--- src/rtl/fpg_pkg.sv ---
package fpg_pkg;

    // Frame geometry
    localparam int unsigned FRAME_BITS = 11;
    localparam int unsigned FRAME_LEN  = 1 << FRAME_BITS;

    // Marker set: index 0 wide, 1 mid, 2 narrow
    localparam int unsigned NUM_MARKERS = 3;
    localparam int unsigned MARKER_W [NUM_MARKERS] = '{4, 2, 1};
    localparam bit          MARKER_LOW [NUM_MARKERS] = '{1'b1, 1'b0, 1'b1};

    // Number of divided clocks taken from low counter bits
    localparam int unsigned NUM_DIV = 3;

    typedef logic [FRAME_BITS-1:0] frame_cnt_t;

    typedef struct packed {
        logic       armed;
        frame_cnt_t cnt;
    } frame_state_t;

    // Shift that moves a centred window of width w to start at zero
    function automatic frame_cnt_t centre_shift(input int unsigned w);
        return frame_cnt_t'(w / 2);
    endfunction

endpackage

--- src/rtl/frame_counter.sv ---
module frame_counter
    import fpg_pkg::*;
(
    input  logic         clk,
    input  logic         rst,
    input  logic         resync_i,
    output frame_state_t st_o
);
    localparam frame_cnt_t LAST = frame_cnt_t'(FRAME_LEN - 1);

    frame_state_t st_q;

    always_ff @(posedge clk) begin
        if (rst) begin
            st_q.cnt   <= '0;
            st_q.armed <= 1'b0;
        end else if (resync_i || st_q.cnt == LAST) begin
            st_q.cnt   <= '0;
            st_q.armed <= 1'b1;
        end else begin
            st_q.cnt   <= st_q.cnt + frame_cnt_t'(1);
        end
    end

    assign st_o = st_q;


    wrap_to_zero_chk: assert property (@(posedge clk) disable iff (rst)
        (!resync_i && st_q.cnt == LAST) |=> (st_q.cnt == '0 && st_q.armed));


    step_once_chk: assert property (@(posedge clk) disable iff (rst)
        (!resync_i && st_q.cnt != LAST) |=> (st_q.cnt == $past(st_q.cnt) + frame_cnt_t'(1)));


    resync_restart_chk: assert property (@(posedge clk) disable iff (rst)
        resync_i |=> (st_q.cnt == '0 && st_q.armed));

endmodule

--- src/rtl/marker_shaper.sv ---
module marker_shaper
    import fpg_pkg::*;
#(
    parameter int unsigned WIDTH      = 1,
    parameter bit          ACTIVE_LOW = 1'b1
) (
    input  frame_state_t st_i,
    output logic         marker_o
);
    localparam frame_cnt_t SHIFT = centre_shift(WIDTH);
    localparam frame_cnt_t SPAN  = frame_cnt_t'(WIDTH);

    frame_cnt_t shifted;
    logic       active;

    always_comb begin
        shifted  = st_i.cnt + SHIFT;
        active   = st_i.armed && (shifted < SPAN);
        marker_o = ACTIVE_LOW ? ~active : active;
    end

endmodule

--- src/rtl/clock_divider.sv ---
module clock_divider #(
    parameter int unsigned NCLK = 3
) (
    input  logic [NCLK-1:0] cnt_low_i,
    output logic [NCLK-1:0] clk_o
);
    for (genvar k = 0; k < NCLK; k++) begin : g_div
        assign clk_o[k] = ~cnt_low_i[k];
    end
endmodule

--- src/rtl/frame_pulse_gen.sv ---
module frame_pulse_gen
    import fpg_pkg::*;
(
    input  logic clk,
    input  logic rst,
    input  logic resync_i,
    output logic fp_wide_n,
    output logic fp_mid,
    output logic fp_narrow_n,
    output logic clk_8m,
    output logic clk_4m,
    output logic clk_2m
);
    frame_state_t           st;
    logic [NUM_MARKERS-1:0] markers;
    logic [NUM_DIV-1:0]     div_clks;

    frame_counter u_cnt (
        .clk      (clk),
        .rst      (rst),
        .resync_i (resync_i),
        .st_o     (st)
    );

    for (genvar m = 0; m < NUM_MARKERS; m++) begin : g_marker
        marker_shaper #(
            .WIDTH      (MARKER_W[m]),
            .ACTIVE_LOW (MARKER_LOW[m])
        ) u_shape (
            .st_i     (st),
            .marker_o (markers[m])
        );
    end

    clock_divider #(.NCLK(NUM_DIV)) u_div (
        .cnt_low_i (st.cnt[NUM_DIV-1:0]),
        .clk_o     (div_clks)
    );

    assign fp_wide_n   = markers[0];
    assign fp_mid      = markers[1];
    assign fp_narrow_n = markers[2];
    assign clk_8m      = div_clks[0];
    assign clk_4m      = div_clks[1];
    assign clk_2m      = div_clks[2];


    narrow_inside_mid_chk: assert property (@(posedge clk) disable iff (rst)
        !fp_narrow_n |-> fp_mid);


    mid_inside_wide_chk: assert property (@(posedge clk) disable iff (rst)
        fp_mid |-> !fp_wide_n);


    clocks_high_at_boundary_chk: assert property (@(posedge clk) disable iff (rst)
        !fp_narrow_n |-> (clk_8m && clk_4m && clk_2m));


    idle_until_armed_chk: assert property (@(posedge clk) disable iff (rst)
        !st.armed |-> (fp_wide_n && !fp_mid && fp_narrow_n));

endmodule

--- config.mk ---
export PLATFORM = sky130hd
export DESIGN_NAME = frame_pulse_gen
export DESIGN_NICKNAME = d
export VERILOG_FILES = /design/src/rtl/fpg_pkg.sv /design/src/rtl/frame_counter.sv /design/src/rtl/marker_shaper.sv /design/src/rtl/clock_divider.sv /design/src/rtl/frame_pulse_gen.sv
export SDC_FILE = /design/constraint.sdc
export NUM_CORES = 1
export LEC_CHECK = 0
export ABC_AREA = 1
export BUFFER_PORTS_ARGS = -buffer_cell sky130_fd_sc_hd__buf_4
export CORE_MARGIN = 8
export CORE_UTILIZATION = 51
export CTS_CLUSTER_DIAMETER = 120
export CTS_CLUSTER_SIZE = 30
export DETAILED_ROUTE_END_ITERATION = 7
export GPL_TIMING_DRIVEN = 1
export PLACE_DENSITY = 0.73
export SYNTH_ARGS = -nofsm -noshare
export SYNTH_HDL_FRONTEND = slang
export SYNTH_SLANG_ARGS = --single-unit
--- constraint.sdc ---
create_clock -name clk -period 1.15 [get_ports clk]
set_input_delay 0.0575 -clock clk [delete_from_list [all_inputs] [get_ports clk]]
set_output_delay 0.0575 -clock clk [all_outputs]
set_load 0.005 [all_outputs]
==> results summary <==
The timing-limited maximum frequency came out at ~580 MHz. The length of the first detailed-routing pass in iterations came out at 4. The count of boundary I/O pins came out at 9.

The total standard cell area after synthesis came out at around 860 µm². The combined buffer and inverter count along the critical path is 3. The number of cells produced by synthesis came out at 134. The Yosys step of the flow raised 0 warnings. Sorting the synthesized cells by how often they occur yields nand2_1, inv_1, nor2_1. The half-perimeter wire length after detailed placement is 1670 µm.

The number of global-route vias before repair came out at roughly 950. The post-layout net count came out at approximately 180. The worst setup skew after layout is around 0.010 ns.

Among all stages on the critical path, the largest delay is contributed by dfxtp_4. The final setup violation count is 15. The most common cell in the synthesized netlist is nand2_1.

The TritonCTS clock tree is yes. The path with the worst hold slack has its endpoint at u_cnt.st_o[11]. The number of standard-cell rows in the floorplan is 15.

The die is 57.1 µm wide. In the synthesized netlist the dominant register cell turns out to be dfxtp_1. The ratio of cells with drive above 1 in the final layout came out at around 42%. The final max-slew violation count came to 0. Across every metal layer, demand over resource in global routing totals between 10% and 20%.

In this run the critical register-to-register path is launched from u_cnt.st_o[1]. The number of hold-repair buffers added at the cts stage is 0. The kind of end point of the critical path is a primary output. In this run the most critical hold path is launched from rst. The total clock buffers created by CTS is 3. The fraction of power consumed by the clock network is 34.0%. The required time at the endpoint of the critical path came out at around 1.1 ns. In this run the biggest area consumer among cell types represents around 28% of the synthesized area. The total via count after detailed routing is 959. Combinational cells account for between 10 and 15% of the total power. The number of flip-flops under the largest register name came out at 12. Summing the sequential cell areas from Yosys gives about 28% of the chip area. The maximum number of buffers from clock root to sink is 2. The first global-routing pass estimated ~3800 µm of wire. Clock latency on the worst-skew pair, taken at its later pin, is 0.27 ns. The worst hold path passes through 4 cells. The worst setup path is launched from a register. In this run the worst path has a maximum fanout of 5. The initial utilization of the core area, before any placement, comes to about 52%. The cell area after layout came out at between 1000 and 1500 µm². The final routed wire length divided by cell count came out at 12.3 µm. Yosys attributes the largest share of cell area to dfxtp_1, nand2_1, inv_1. The number of cells traversed by the worst register-to-register path is 10. The clock period minus worst slack came out at between 1.5 and 2 ns.

The number of design-rule violations left by the first detailed-router iteration came out at 15. The run finished, with violations left. The count of cell types in the netlist is 20.

The number of H-tree levels is 1. The worst register-to-register path ends at u_cnt.st_o[9]. A synthesized cell averages roughly 6.4 µm². The critical path data arrival time came out at 1.67 ns. Counting every net in the synthesized netlist gives approximately 140.

The setup path with the least slack is of type reg -> out. The longest individual stage delay on the worst path is 0.40 ns. Summed over all instances, the cell type with the most area after synthesis is dfxtp_1. The sequential share of power is between 50% and 60%. The final core utilization came out at between 70 and 80%. The repair_antennas step left the layout with diodes totalling 0. The number of max-capacitance violations reported came out at 0. The setup check on the worst reg-to-reg path leaves a slack of -0.46 ns.

The placeable core region is 1650 µm². The number of placed instances, taps included, is between 150 and 200. After detailed routing, the number of vias per cell comes to 5.10.

The synthesized design contains 12 register bits. The family with the most delay on the worst path is simple AND/OR/NAND/NOR gates. The count of nets left with antenna violations once routing finished came out at 0. The die outline area came out at 3260 µm². Entering global routing, the biggest net connects 12 pins. In this run the vertical extent of the chip is roughly 57 µm. The peak supply drop is around 0.00057 V. The hold violation total from the final report is 0.

Of the total power, the share spent switching nets is 24.2%. The clock transition at the register clock pins on the worst setup and hold paths after CTS came out at ~0.080 ns. Walking the worst path, the cells encountered are ha_4, inv_4, nor2_4, nand3_2, nand2_1, nand2_1, inv_2, nand3_2, nor2_2, buf_4.

The analysis attributes to cell leakage a power of just under 0.6 nW. The switching power is a little under 0.2 mW. The power per cell area is between 600 and 700 nW/µm². The number of antenna violations at the first check in global routing is 0. The number of standard cells in the final layout excluding fillers came out at around 190.

The slew of the pin with the lowest slew margin came out at between 0.2 and 0.3 ns. Summing all placed instances gives a cell area of around 1100 µm². After detailed routing, the total wire length is 2300 µm. The worst hold path belongs to the class in -> reg.

The worst slew margin relative to its limit came out at 81.7%. The count of input and output buffers is 8. The async set or reset register ratio after synthesis is 0%. The internal power contribution is 0.606 mW. The fraction of the cycle the final worst path needs came out at 150%.

Counting flops with a built-in enable in the synthesized netlist gives 0. The tree is rooted in a clkbuf_4. The signed area change from the synthesized netlist to the final layout is 50.4%. The overflow left after global routing came out at 0. Counting every sink on the clock net gives 12. Setup repair after global routing could not meet its margin everywhere. The checks that failed: negative setup slack.

In the routed design, unresolved DRC markers number 0. The final hold slack is ~0.031 ns. At the end of routability-driven placement, the weighted congestion stood at around 0.85. The final critical-path setup slack is -0.580 ns.
==> cell families (layout without fill, tap and decap cells) <==
logic type,after synthesis,count (layout),synth area share (%)
DFF,12,12,27.9
AOI/OAI and AO/OA,9,9,5.53
xor gates and xnor gates,6,6,6.11
and+or+nand+nor,78,78,42.7
buffers and inverters,25,62,11.9
adders and majority gates,4,4,5.82
==> placed cells by master, fill, tap and decap left out, types with 4 or more instances in the layout <==
cell type | Yosys | routed
a21oi_1 | 6 | 6
buf_4 | 0 | 30
buf_6 | 1 | 5
dfxtp_1 | 12 | 7
dfxtp_4 | 0 | 4
inv_1 | 22 | 16
inv_4 | 0 | 4
nand2_1 | 30 | 27
nand2_2 | 3 | 5
nand3_1 | 14 | 12
nand4_1 | 4 | 4
nor2_1 | 21 | 18
nor2_4 | 2 | 4
xor2_1 | 6 | 6
==> routing by layer <==
layer / routed length [µm] / up-vias / track usage [%]
li1: - / 498 / -
met1: 1100 / 445 / 16.9
met2: 1110 / 12 / 23.1
met3: 67 / 4 / 2.00
met4: 26 / 0 / 5.03
met5: 0 / - / 0
==> stage by stage <==
stage	setup WS (ns)	setup TNS, ns	power [mW]
floorplan	-0.0307	-0.256	0.485
global placement	-0.240	-1.80	0.524
detailed placement	-0.253	-1.92	0.525
CTS	-0.484	-2.62	0.790
global route	-0.673	-4.62	0.839
finish	-0.580	-3.24	0.799
==> worst register-to-register path, delay by kind of cell, from the launching register on <==
family	cells	cell delay (ns)
flops	1	0.40
simple gates	4	0.49
buf+inv	5	0.44
fa+ha+maj	1	0.20
==> cell type report <==
| type | instances | area [µm²] |
|---|---|---|
| multi-input cells | 97 | 611 |
| flip-flops and latches | 12 | 256 |
| repair buffers | 35 | 282 |
| fillers | 116 | 359 |
| well taps | 17 | 21.3 |
| clock buffers | 4 | 26.3 |
| inverters | 23 | 96.3 |
==> how the worst max path moves through the flow <==
stage,end,cells after the start,slack (ns),start
2_1_floorplan,fp_mid,9,-0.03,u_cnt.st_o[2]
3_3_place_gp,fp_wide_n,8,-0.24,u_cnt.st_o[3]
3_5_place_dp,fp_mid,9,-0.25,u_cnt.st_o[3]
4_1_cts,fp_mid,10,-0.48,u_cnt.st_o[1]
5_1_grt,fp_mid,10,-0.67,u_cnt.st_o[1]
6_report,fp_mid,10,-0.58,u_cnt.st_o[1]
==> what timing repair did <==
item | in CTS | in global routing
endpoints found under the setup margin | 16 | 16
gates resized for setup | 20 | 9
pin swaps | 8 | 14
setup buffers | 3 | 5
==> power groups by stage <==
| stage | Sequential [mW] | Combinational [mW] | Clock (mW) |
|---|---|---|---|
| after floorplan | 0.432 | 0.0526 | 0 |
| after global placement | 0.433 | 0.0907 | 0 |
| after detailed placement | 0.433 | 0.0916 | 0 |
| after CTS | 0.422 | 0.0983 | 0.270 |
| after global routing | 0.420 | 0.118 | 0.300 |
| final | 0.420 | 0.108 | 0.272 |
No activity file was read; power rests on OpenSTA's default activity.
